==> src/rtl/serial_eeprom_front.sv <==
module serial_eeprom_front (
  input  logic        clk,
  input  logic        rst_n,
  input  logic        cs_n,
  input  logic        sck,
  input  logic        sdi,
  input  logic        wc,
  output logic        sdo,
  output logic        sdo_en,
  output logic [8:0]  mem_addr,
  input  logic [15:0] mem_rdata,
  output logic        wr_req,
  output logic [8:0]  wr_addr,
  output logic [15:0] wr_data,
  input  logic        busy
);

  typedef enum logic [2:0] {S_CMD, S_READ, S_WDATA, S_REJ, S_DONE} st_t;

  logic [2:0]  cs_sy, sck_sy;
  logic [1:0]  sdi_sy, wc_sy;
  logic        cs_act, sck_rise, sck_fall, sdi_s, wc_s;
  st_t         st;
  logic [5:0]  cnt;
  logic [15:0] cmd, cmd_nx, wdat, wdat_nx, word;
  logic [3:0]  bidx;
  logic [8:0]  addr_q;
  logic [1:0]  fetch;
  logic        wen_q, sdo_r;
  logic [2:0]  op;
  logic        is_rd, is_wr, is_en, is_ds;

  always_ff @(posedge clk or negedge rst_n)
    if (!rst_n) begin
      cs_sy  <= 3'b111;
      sck_sy <= 3'b000;
      sdi_sy <= 2'b00;
      wc_sy  <= 2'b00;
    end else begin
      cs_sy  <= {cs_sy[1:0], cs_n};
      sck_sy <= {sck_sy[1:0], sck};
      sdi_sy <= {sdi_sy[0], sdi};
      wc_sy  <= {wc_sy[0], wc};
    end

  assign cs_act   = ~cs_sy[1];
  assign sck_rise = sck_sy[1] & ~sck_sy[2];
  assign sck_fall = ~sck_sy[1] & sck_sy[2];
  assign sdi_s    = sdi_sy[1];
  assign wc_s     = wc_sy[1];

  always_comb begin
    cmd_nx = cmd;
    cmd_nx[cnt[3:0]] = sdi_s;
    wdat_nx = wdat;
    wdat_nx[cnt[3:0]] = sdi_s;
  end

  assign op    = {cmd_nx[4], cmd_nx[5], cmd_nx[6]};
  assign is_rd = op == 3'b100;
  assign is_wr = op == 3'b010;
  assign is_en = op == 3'b001 && cmd_nx[7];
  assign is_ds = op == 3'b000 && !cmd_nx[7];

  always_ff @(posedge clk or negedge rst_n)
    if (!rst_n) begin
      st      <= S_CMD;
      cnt     <= '0;
      cmd     <= '0;
      wdat    <= '0;
      word    <= '0;
      bidx    <= '0;
      addr_q  <= '0;
      fetch   <= '0;
      wen_q   <= 1'b0;
      sdo_r   <= 1'b0;
      wr_req  <= 1'b0;
      wr_data <= '0;
    end else begin
      wr_req <= 1'b0;
      if (fetch == 2'd1) fetch <= 2'd2;
      if (fetch == 2'd2) begin
        word  <= mem_rdata;
        fetch <= 2'd0;
      end
      if (!cs_act) begin
        st  <= S_CMD;
        cnt <= '0;
      end else if (sck_rise) begin
        case (st)
          S_CMD: begin
            cnt <= cnt + 6'd1;
            cmd <= cmd_nx;
            if (cnt < 6'd4 && sdi_s != ~cnt[0]) st <= S_REJ;
            else if (cnt == 6'd15) begin
              if (busy) st <= S_DONE;
              else if (is_rd) begin
                addr_q <= {cmd_nx[15:8], cmd_nx[7]};
                fetch  <= 2'd1;
                bidx   <= '0;
                st     <= S_READ;
              end else if (is_wr) begin
                addr_q <= {cmd_nx[15:8], cmd_nx[7]};
                st     <= S_WDATA;
              end else begin
                if (is_en) wen_q <= 1'b1;
                if (is_ds) wen_q <= 1'b0;
                st <= S_DONE;
              end
            end
          end
          S_WDATA: begin
            cnt  <= cnt + 6'd1;
            wdat <= wdat_nx;
            if (cnt == 6'd31) begin
              if (wen_q && !wc_s) begin
                wr_req  <= 1'b1;
                wr_data <= wdat_nx;
              end
              st <= S_DONE;
            end
          end
          default: ;
        endcase
      end else if (sck_fall && st == S_READ) begin
        sdo_r <= word[bidx];
        bidx  <= bidx + 4'd1;
        if (bidx == 4'd15) begin
          addr_q <= addr_q + 9'd1;
          fetch  <= 2'd1;
        end
      end
    end

  assign mem_addr = addr_q;
  assign wr_addr  = addr_q;
  assign sdo_en   = cs_act;
  assign sdo      = (st == S_READ) ? sdo_r : ~busy;


  standby_chk: assert property (@(posedge clk) disable iff (!rst_n)
    !cs_act |=> (st == S_CMD && cnt == 6'd0));


  wen_edge_chk: assert property (@(posedge clk) disable iff (!rst_n)
    !$stable(wen_q) |-> ($past(sck_rise) && $past(cnt) == 6'd15 && $past(st) == S_CMD));


  wr_pulse_chk: assert property (@(posedge clk) disable iff (!rst_n)
    wr_req |=> !wr_req);


  wr_gate_chk: assert property (@(posedge clk) disable iff (!rst_n)
    wr_req |-> wen_q);


  addr_move_chk: assert property (@(posedge clk) disable iff (!rst_n)
    !$stable(addr_q) |-> $past(sck_rise || sck_fall));


  busy_ign_chk: assert property (@(posedge clk) disable iff (!rst_n)
    (busy && cs_act && sck_rise && st == S_CMD && cnt == 6'd15) |=> (st == S_DONE || st == S_REJ));

endmodule

==> config.mk <==
export PLATFORM = sky130hd
export DESIGN_NAME = serial_eeprom_front
export DESIGN_NICKNAME = d
export VERILOG_FILES = /design/src/rtl/serial_eeprom_front.sv
export SDC_FILE = /design/constraint.sdc
export NUM_CORES = 1
export LEC_CHECK = 0
export BUFFER_PORTS_ARGS = -buffer_cell sky130_fd_sc_hd__buf_2
export CAP_MARGIN = 10
export CELL_PAD_IN_SITES_DETAIL_PLACEMENT = 2
export CELL_PAD_IN_SITES_GLOBAL_PLACEMENT = 2
export CORE_ASPECT_RATIO = 1.25
export CORE_MARGIN = 2
export CORE_UTILIZATION = 38
export DETAILED_ROUTE_END_ITERATION = 10
export PLACE_DENSITY_LB_ADDON = 0.2
export SLEW_MARGIN = 10
export SYNTH_ARGS = -nofsm -noshare
export SYNTH_HDL_FRONTEND = slang
export SYNTH_SLANG_ARGS = --single-unit
==> constraint.sdc <==
create_clock -name clk -period 5.7 [get_ports clk]
set_input_delay 0.57 -clock clk [delete_from_list [all_inputs] [get_ports clk]]
set_output_delay 0.57 -clock clk [all_outputs]
set_load 0.005 [all_outputs]
==> results of run 1 <==
registers in the layout (all words and copies together) (netlist names):
signal / flops
cmd: 12
word: 16
wen_q: 1
mem_addr: 9
wr_req: 1
wr_data: 16
st: 3
wdat: 16
fetch: 2
cnt: 6
bidx: 4
sdo_r: 1
sck_sy: 3
cs_sy: 2
wc_sy: 2
sdi_sy: 2
through the flow:
step	power [mW]	instance area, um2	util
after floorplan	0.8691	4609	-
after global placement	0.9284	4999	0.4168
after detailed placement	0.9362	4999	0.4168
after CTS	1.570	5305	0.4424
after global routing	1.618	5305	0.4424
final	1.541	5305	0.4424
layout make-up:
cell class | instances | area share
clock buffer | 11 | 0.04764
clock inverter | 5 | 0.01014
multi-input combinational | 310 | 0.3807
inverter | 11 | 0.007783
tap | 164 | 0.03868
timing repair buffer | 63 | 0.06179
sequential | 96 | 0.4533
cells in the mapped netlist (all sizes together) (2+ instances only):
library cell	count
o211ai	2
o22ai	2
nand2b	2
and3	3
xnor2	3
or3	3
o22a	3
a211oi	2
o31ai	22
dfstp	2
mux4	5
a21oi	29
inv	10
a31oi	5
a22oi	2
mux2	23
nor2b	5
nor3	4
nand3	12
nand3b	3
nand2	55
and2	2
and4b	4
a22o	3
a21o	4
nand4	4
buf	10
clkbuf	19
nor4	2
ha	6
o21ai	51
dfrtp	94
xor2	4
nor2	25
mux2i	9
path summary, 6_finish.rpt:
check / startpoint / end / slack [ns] / cells after the start
worst max-delay path: cnt[0]$_DFFE_PN0P_ / bidx[3]$_DFFE_PN0P_ / 2.74 / 8
worst min-delay path: rst_n / wr_data[1]$_DFFE_PN0P_ / 0.23 / 1
worst max register to register: cnt[0]$_DFFE_PN0P_ / bidx[3]$_DFFE_PN0P_ / 2.74 / 8
worst min register to register: wc_sy[0]$_DFF_PN0_ / wc_sy[1]$_DFF_PN0_ / 0.35 / 0
max in group asynchronous: rst_n / mem_addr[7]$_DFFE_PN0P_ / 4.39 / 2
min in group clk: cs_n / cs_sy[0]$_DFF_PN1_ / 0.33 / 1
power groups by stage:
stage / Sequential (mW) / Combinational [mW] / Clock (mW)
2_1_floorplan: 0.750 / 0.120 / 0
4_1_cts: 0.758 / 0.167 / 0.645
3_3_place_gp: 0.768 / 0.161 / 0
6_report: 0.756 / 0.162 / 0.623
3_5_place_dp: 0.771 / 0.165 / 0
5_1_grt: 0.762 / 0.184 / 0.672
routing by layer:
layer / vias to the layer above / share of wire / global-route usage
met4: 0 / 0.024 / 0.07451
met5: - / 0 / 0
met1: 1794 / 0.42 / 0.2396
li1: 1690 / - / -
met3: 15 / 0.027 / 0.03556
met2: 60 / 0.53 / 0.3502
cells by family (layout without fill, tap and decap cells):
| group | Yosys count | after routing | share of synthesized area |
|---|---|---|---|
| simple gates | 128 | 128 | 0.1338 |
| compound gates | 132 | 132 | 0.1737 |
| mux | 37 | 37 | 0.1010 |
| xor+xnor | 7 | 7 | 0.01330 |
| buf+inv | 40 | 90 | 0.04017 |
| flops | 96 | 96 | 0.5217 |
| fa+ha+maj | 6 | 6 | 0.01629 |
worst register-to-register path, cell delays in order, from the launching register on:
cell and delay (ns):
dfrtp_1 0.47, inv_1 0.12, ha_1 0.30, nand3b_4 0.14, mux2_4 0.34, or4_1 0.53, or3_1 0.39, a221o_1 0.38
a21o_1 0.18
==> impl.org, run 1 <==
** STA
- Fin crit period :: 2.961 ns
- Setup violations remaining at the end of the flow were counted as 0.
- Worst-case hold slack :: 0.2312 ns
- Setup ws final :: 2.739 ns
- Least-Margin Pin Slew :: 0.8917 ns
- Skew final :: 0.008726 ns
- Setup repair after global routing left no endpoint under its margin.
- Of the available clock period, the critical path in the final layout requires 0.5194.
- Timing would allow up to 337.7 MHz.
- Final TNS setup :: 0 ns
- Final Hold Fails :: 0
- Worst rel slew slack :: 0.4010
- Final Max Slew Viols :: 0

** Clocking
- Reg clk slew, reported paths :: 0.07 ns
- For this design, the CTS-stage hold fixing added 0 buffers.
- The tree built by TritonCTS fans out to 96 sinks.
- The number of setup buffers added after CTS is 0.
- At the later pin of the worst-skew pair, clock insertion delay measures 0.34 ns.
- TritonCTS clock tree :: done
- Post-CTS repair changed the size of 0 cells.
- In this run the number of H-tree levels came out at 3.
- The root buffer cell chosen for the clock tree is clkbuf_16.
- The number of clock buffers added by TritonCTS is 9.
- Maximum buffer depth of the clock tree :: 2

** Power
- Combinational share of power :: 0.105
- Dividing total power by cell area gives a power density of 290.6 nW/um2.
- Net Switching :: 385.7 uW
- Switching part of the total :: 0.2503
- Int Pwr :: 1.156 mW
- Clock group share of total power :: 0.404
- Maximum vdd ir drop :: 0.1294 mV
- The share of total power dissipated in sequential elements is 0.490.
- In this run the static leakage power is 2.439 nW.

** Worst setup path
- Largest fanout of any net on the critical path :: 6
- CP max-delay cell :: or4_1
- Worst path required time :: 5.93 ns
- Delay of the slowest critical-path stage :: 0.53 ns
- Sort of element at the start of the critical path :: flip-flop
- On the critical path the largest part of the delay comes from simple AND/OR/NAND/NOR gates.
- STA classifies the critical path endpoint as a flip-flop.
- The number of buffers and inverters on the critical path is 1.
- STA puts the critical path data arrival time at 3.19 ns.
- Traced cell by cell, the critical path runs through inv_1 > ha_1 > nand3b_4 > mux2_4 > or4_1 > or3_1 > a221o_1 > a21o_1.
- Classification of the worst setup path :: flip-flop to flip-flop

** Synth
- Synthesis handed over a netlist of 446 instances.
- Share of the yosys chip area belonging to registers :: 0.5217
- The biggest area contributor in the post-synthesis netlist is dfrtp_1.
- Top_reg_cell synth :: dfrtp_1
- Total of flip-flops plus latches after synthesis :: 96
- Syn_area_per_cell :: 10.34 um2
- After synthesis, the share of flip-flops with an asynchronous set or reset is 1.000.
- Top area cells in the synthesized netlist :: dfrtp_1 (51%), o21ai_0 (5.5%), mux2_2 (5.4%)
- After synthesis the cells add up to 4609 um2.
- During synthesis, Yosys emitted a total of 0 warnings.
- Synth top area share :: 0.5103
- After synthesis, the netlist uses 50 different library cells.
- The synthesized design contains 0 enable-type register cells.
- When the netlist entered floorplanning its net count stood at 475.

** Status
- The run finished with clean final reports.

** Global route
- The first global-routing pass estimated 20.07 mm of wire.
- Entering global routing, the biggest net connects 52 pins.
- Via count of the first global-routing pass :: 3862
- The initial antenna violation count is 0.
- Global routing finished with a remaining overflow of 0.
- Total global-route track usage :: 0.1991

** Placed design
- Setup WS pre-CTS :: 2.803 ns
- Routability Congestion :: 0.8599
- Once detailed placement completed, the half-perimeter wirelength came to 8.687 mm.
- Port buffering added 59 buffers.
- The number of placed instances, taps included, is 644.

** Finish
- Layout cells sized above 1 :: 0.2258
- Counting the fill cells in the layout gives 1313.
- Most common library cell in the layout ignoring fill and taps :: dfrtp_1
- Area added between synthesis and finish :: 15.09%
- Number of nets in the finished design :: 520
- Post-layout instance count excluding filler cells :: 660
- The repair_antennas step left the layout with diodes totalling 0.
- In the layout the commonest cells are dfrtp_1 (94), buf_2 (58), nand2_1 (55).
- In the final layout, the multi-input gates occupy 2019 um2.
- Across the whole layout, storage elements account for 2405 um2.

** Detailed routing
- Antenna Violating Nets Remaining :: 0
- Average via count per standard cell :: 5.392
- DRT Pass-1 Iters :: 4
- Routed wirelength normalized by instance count :: 18.26 um
- Vias after detailed routing :: 3559
- Total Routed Length :: 12.05 mm
- DRC marker count from the first detailed-route iteration :: 102
- DRC :: 0

** Floorplan
- Number of rows in the core area :: 45
- 60 I/O pins were placed.
- The die is 102.5 um wide.
- Core outline area :: 11990 um2
- Die outline height :: 127.1 um
- For this configuration, the core starts out at a cell density of 0.3844.
- Floorplan die area :: 13030 um2

** Hold path
- The min-delay analysis places its worst path in the category input pin to async pin.

** Flow run
- Max-cap check violation count :: 0
(Power assumes the default switching activity.)
==> run 2, diff against run 1 <==
--- a/config.mk
+++ b/config.mk
@@ -11,7 +11,7 @@
 export CELL_PAD_IN_SITES_GLOBAL_PLACEMENT = 2
 export CORE_ASPECT_RATIO = 1.25
 export CORE_MARGIN = 2
-export CORE_UTILIZATION = 38
+export CORE_UTILIZATION = 37
 export DETAILED_ROUTE_END_ITERATION = 10
 export PLACE_DENSITY_LB_ADDON = 0.2
 export SLEW_MARGIN = 10
==> constraint.sdc (replaced) <==
create_clock -name clk -period 2.8 [get_ports clk]
set_input_delay 0.28 -clock clk [delete_from_list [all_inputs] [get_ports clk]]
set_output_delay 0.28 -clock clk [all_outputs]
set_load 0.005 [all_outputs]
==> run 2 against run 1 <==
  * Worst setup slack got worse by 2.6 ns
  * Global-route usage increased by 0.80 points
  * Final cell count rose by 3.2%
  * Wire length is 7.8% higher
==> impl.org, run 2 (same netlist as run 1, synthesis figures left out) <==
** Finish
- Most common library cell in the layout ignoring fill and taps :: dfrtp_1
- The number of antenna diodes in the final layout is 0.
- Number of nets in the finished design :: 541
- Most used cells in the layout excluding fill and tap cells :: dfrtp_1 (93), buf_2 (58), nand2_1 (55)
- Post-layout instance count excluding filler cells :: 681
- The finished cells cover 5464 um2.
- Of the cells placed in the final design, the portion with a size suffix greater than 1 is 0.2631.
- Largest regs :: wdat x16, word x16, wr_data x16
- Measured on the finished design, the core utilization comes to 0.4493.
- Relative to the synthesized area, the layout overhead comes to 18.54%.

** STA
- Final Max Slew Viols :: 0
- Setup ws final :: 0.1059 ns
- Worst-case hold slack :: 0.03392 ns
- Skew final :: 0.009399 ns
- Static timing analysis puts the maximum clock frequency at 371.2 MHz.
- Of the available clock period, the critical path in the final layout requires 0.9622.
- Least-Margin Pin Slew :: 0.5771 ns
- Final Hold Fails :: 0
- Worst rel slew slack :: 0.6102
- The clock period could shrink to 2.694 ns.
- In the final timing run, aggregate negative setup slack is 0 ns.
- Final setup violation count :: 0
- Setup repair after global routing missed its margin :: no

** Placed design
- OpenSTA, run right after detailed placement, puts the worst setup slack at 0.1044 ns.
- The congestion estimate from routability-driven global placement came to 0.8168.
- Cell total after placement :: 663
- Summing all placed instances gives a cell area of 5141 um2.
- Port buffering added 59 buffers.
- Estimated wirelength of the detail-placed design :: 9.535 mm

** Floorplan
- The die is 128.8 um tall.
- Number of rows in the core area :: 45
- Number of ports placed on the die boundary :: 60
- Core outline area :: 12160 um2
- The die covers 13370 um2.
- The initial utilization of the core area, before any placement, comes to 0.3790.
- Die X :: 103.8 um

** Global route
- Total congestion overflow after global routing :: 0
- Busiest metal layer after global routing :: met2
- Entering global routing, the biggest net connects 41 pins.
- Wire length of the first global-routing pass :: 21.81 mm
- Via count of the first global-routing pass :: 4129
- Met3 track demand over resource in global routing :: 0.02938
- Across every metal layer, demand over resource in global routing totals 0.2071.
- The initial antenna violation count was 0.
- GRT met2 Usage :: 0.3847
- For met1 alone, demand over resource in global routing was 0.2432.

** Detailed routing
- The first detailed-routing pass took 4 iterations.
- Total Routed Length :: 12.99 mm
- Routed wirelength normalized by instance count :: 19.07 um
- DRC marker count from the first detailed-route iteration :: 90
- DRC :: 0
- Vias after detailed routing :: 3736
- Antenna Violating Nets Remaining :: 0
- Average via count per standard cell :: 5.486

** Worst setup path
- STA classifies the critical path startpoint as a flip-flop.
- The critical path is of the flip-flop to flip-flop type.
- Data arrives at the worst endpoint at 2.92 ns.
- Ordered list of cells on the worst path :: inv_1 > ha_4 > nand3b_4 > mux2_4 > or4_1 > or3_4 > a221o_1 > a21o_1
- Largest fanout of any net on the critical path :: 6
- The worst setup path is captured at a flip-flop.
- Among all stages on the critical path, the largest delay is contributed by or4_1.
- For this run, the slowest stage of the critical path takes 0.54 ns.
- Worst path required time :: 3.03 ns

** Power
- The analysis attributes to cell leakage a power of 2.514 nW.
- Maximum vdd ir drop :: 0.3150 mV
- Power comes to 3.093 mW.
- Power spread over the standard cell area amounts to 566.0 nW/um2.

** Clocking
- The tree is rooted in a clkbuf_16.
- Maximum buffer depth of the clock tree :: 2
- TritonCTS built the clock tree.
- The clock tree synthesis step divided the H-tree into 3 levels.
- CTS Buf Count :: 9
- Clock-pin slew was measured on the worst setup and hold paths at 0.07 ns.
- The clock net in this run drives a total of 96 sinks.
- For the worst-skew pair, the clock arrives at the later sink with an insertion delay of 0.34 ns.

** Status
- Run status :: finished clean

** Flow run
- The tool flagged a number of max-cap violations equal to 0.

** Hold path
- The min-delay analysis places its worst path in the category input pin to flip-flop.
==> run 2: changes by cell type in the layout (fill, tap and decap cells not counted), sizes merged <==
cell,previous run,this run
clkbuf,11,10
bufinv,1,0
dlygate4sd3,0,1
clkinv,4,2
clkinvlp,0,4
buf,63,83
==> run 2: path summary, 6_finish.rpt <==
kind                       cells past startpoint               start                      end  slack (ns)
setup / recovery                               8  cnt[0]$_DFFE_PN0P_      bidx[3]$_DFFE_PN0P_        0.11
hold / removal                                 1                cs_n       cs_sy[0]$_DFF_PN1_        0.03
setup reg to reg                               8  cnt[0]$_DFFE_PN0P_      bidx[3]$_DFFE_PN0P_        0.11
hold reg to reg                                0  wc_sy[0]$_DFF_PN0_       wc_sy[1]$_DFF_PN0_        0.35
max in group asynchronous                      3               rst_n  mem_addr[0]$_DFFE_PN0P_        1.58
min in group asynchronous                      2               rst_n      wdat[2]$_DFFE_PN0P_        0.47
==> run 2: critical path: cells and delay by family, from the launching register on <==
family	cells	cell delay (ns)
compound gates	2	0.52
fa+ha+maj	1	0.17
buf+inv	1	0.14
flops	1	0.41
mux	1	0.33
simple gates	3	1.01
==> run 2: cell type report <==
type	instances	area [um2]
fillers	1342	6698
flip-flops and latches	96	2406
multi-input cells	310	2041
repair buffers	84	488.0
clock buffers	10	239.0
well taps	164	205.2
clock inverters	6	43.79
inverters	11	41.29
==> run 2: timing repair <==
action                                 CTS  global route
endpoints found under the hold margin   37             0
setup endpoints to repair                0             4
resized for setup                        0             5
setup buffers                            0             1
hold buffers                             1             0
==> run 2: layer usage <==
layer	wire (um)	up-vias
li1	-	1737
met1	5443	1923
met2	6941	61
met3	323	15
met4	278	0
met5	0	-
==> run 2: report_power, final <==
part           switching, mW  total (mW)  internal [mW]
logic                  0.203       0.390          0.188
registers             0.0733        1.52           1.45
clock network          0.550        1.18          0.628
total                  0.826        3.09           2.27
==> run 3, diff against run 2 <==
--- a/config.mk
+++ b/config.mk
@@ -10,10 +10,10 @@
 export CELL_PAD_IN_SITES_DETAIL_PLACEMENT = 2
 export CELL_PAD_IN_SITES_GLOBAL_PLACEMENT = 2
 export CORE_ASPECT_RATIO = 1.25
-export CORE_MARGIN = 2
 export CORE_UTILIZATION = 37
 export DETAILED_ROUTE_END_ITERATION = 10
 export PLACE_DENSITY_LB_ADDON = 0.2
+export RECOVER_POWER = 25
 export SLEW_MARGIN = 10
 export SYNTH_ARGS = -nofsm -noshare
 export SYNTH_HDL_FRONTEND = slang
==> run 3 against run 2 <==
  * Sequential share of layout area shrank 0.28 points
  * Utilization grew 0.29 points
  * Worst hold slack about the same
  * Register-to-register slack about the same
  * Critical path type unchanged
  * Critical endpoint unchanged
==> impl.org, run 3 (same netlist as run 1, synthesis figures left out) <==
** Detailed routing
- Vias after detailed routing :: 3714
- The detailed router finished its first iteration with 97 violations.
- Routed wirelength normalized by instance count :: 18.98 um
- For this run, the detailed router's first-pass iteration total came to 4.
- Total Routed Length :: 12.92 mm
- Average via count per standard cell :: 5.454
- Antenna Violating Nets Remaining :: 0
- In the routed design, unresolved DRC markers number 0.

** Clocking
- Worst-Skew Late Latency :: 0.34 ns
- Clk sink count :: 96
- Clk Tree Root Cell :: clkbuf_16
- The clock tree synthesis step divided the H-tree into 3 levels.
- After clock tree synthesis, the clock-pin slew on the worst setup and hold paths is 0.06 ns.
- TritonCTS clock tree :: done
- No sink is reached through more buffers than the 2 on the longest clock path.
- CTS Buf Count :: 9

** Global route
- The via count of the first global-routing pass came to 4060.
- Wire length of the first global-routing pass :: 21.07 mm
- Entering global routing, the biggest net connects 52 pins.
- After global routing the overflow that remains totals 0.
- Total global-route track usage :: 0.2153
- The initial antenna violation count is 0.

** Worst setup path
- The most critical setup path has its startpoint at cnt[0]$_DFFE_PN0P_.
- The worst setup path is launched from a flip-flop.
- Flop2flop setup slack :: 0.09 ns
- Start of the worst register-to-register path :: cnt[0]$_DFFE_PN0P_
- Data arrival time of the critical path :: 2.94 ns
- Largest fanout of any net on the critical path :: 6
- The worst setup path is captured at a flip-flop.
- For the worst setup path, the data required time is 3.03 ns.
- Classification of the worst setup path :: flip-flop to flip-flop

** Power
- In this run the power density over the cells is 579.2 nW/um2.
- In this run the static leakage power is 2.535 nW.
- IR analysis of the VDD net gives a maximum drop of 0.2648 mV.

** Flow run
- Max-cap violations in this run came to 0.

** Finish
- Number of nets in the finished design :: 541
- Most used cells in the layout excluding fill and tap cells :: dfrtp_1 (93), buf_2 (57), nand2_1 (55)
- Post-layout instance count excluding filler cells :: 681
- The largest registers in the layout are wdat x16, word x16, wr_data x16.
- Final Instance Area :: 5499 um2
- The filler cells instantiated in the layout total 1358.
- Number of antenna diodes :: 0
- From synthesis to final layout, the design area changed by 19.30%.
- Most common library cell in the layout ignoring fill and taps :: dfrtp_1
- Of the cells placed in the final design, the portion with a size suffix greater than 1 is 0.2611.

** Floorplan
- For this design the top-level I/O count stands at 60.
- The die is 126.8 um tall.
- Floorplan die area :: 12910 um2
- The initial utilization of the core area, before any placement, comes to 0.3790.
- The die is 101.8 um wide.
- Number of rows in the core area :: 45
- Core outline area :: 12160 um2

** Placed design
- Estimated wirelength of the detail-placed design :: 9.373 mm
- At the end of routability-driven placement, the weighted congestion stood at 0.7956.
- Cell total after placement :: 662
- After detailed placement, the total cell area comes to 5146 um2.
- The count of buffers added on input and output ports is 59.

** STA
- Final setup violation count :: 0
- Derived from the worst setup path, the maximum achievable clock frequency is 369.2 MHz.
- Final Hold Fails :: 0
- On the final layout, the worst clock skew is 0.006531 ns.
- The clock period could shrink to 2.709 ns.
- Across all hold checks on the routed design, the worst slack comes to 0.03356 ns.
- Final critical-path share of the clock period :: 0.9674
- The final count of pins violating max slew was 0.
- In this run the tightest slew margin relative to its limit is 0.2000.
- For the pin with the worst max-slew slack, the measured transition is 1.200 ns.

** Hold path
- The startpoint identified for the worst hold timing path is cs_n.
- Type of the tightest min-delay check :: input pin to flip-flop

** Status
- The flow ran to the end, and the final reports show no timing, DRC or antenna violations.
-- run 3: path summary, 6_finish.rpt --
| kind | cells after the start | end |
|---|---|---|
| min | 1 | cs_sy[0]$_DFF_PN1_ |
| max | 8 | bidx[3]$_DFFE_PN0P_ |
| min reg2reg | 0 | wc_sy[1]$_DFF_PN0_ |
| max in group asynchronous | 3 | cs_sy[0]$_DFF_PN1_ |
| min in group asynchronous | 2 | wr_data[3]$_DFFE_PN0P_ |
| max reg2reg | 8 | bidx[3]$_DFFE_PN0P_ |
-- run 3: routing by layer --
layer / share of wire / vias up / track usage
li1: - / 1732 / -
met1: 0.42 / 1903 / 0.2508
met5: 0 / - / 0
met4: 0.014 / 0 / 0.06218
met2: 0.54 / 64 / 0.3986
met3: 0.025 / 15 / 0.03581
-- run 3: power by group --
part	leakage [nW]	total, mW	switching, mW	internal, mW
sequential	1.25	1.52	0.0742	1.45
combinational	1.13	0.387	0.201	0.186
clock	0.147	1.27	0.547	0.726
-- run 3: layout make-up --
cell class	count	area (um2)	area share
clock inverter	5	63.81	0.01160
tap	164	205.2	0.03732
multi-input combinational	310	2043	0.3716
inverter	11	41.29	0.007509
clock buffer	11	242.7	0.04414
timing repair buffer	84	496.7	0.09033
sequential	96	2406	0.4375
-- run 3: what timing repair did --
action,in CTS,in global routing
hold endpoints to repair,45,0
endpoints found under the setup margin,1,3
hold buffers,1,0
buffers inserted,0,2
gates resized for setup,1,5
-- run 3: per-stage QoR --
step	power, mW	worst slack (ns)	TNS (ns)	util
6_report	3.185	0.09137	0	0.4522
5_1_grt	3.327	-0.007576	-0.007576	0.4522
4_1_cts	3.227	0.002712	0	0.4495
3_5_place_dp	1.936	0.07614	0	0.4231
3_3_place_gp	1.916	0.1500	0	0.4231
2_1_floorplan	1.769	0.1270	0	-
-- run 3: critical path: stages, from the launching register on --
cell and delay (ns):
dfrtp_1 0.41, inv_1 0.15, ha_4 0.18, nand3b_4 0.11, mux2_4 0.33, or4_1 0.53, or3_4 0.36, a221o_1 0.35
a21o_1 0.18
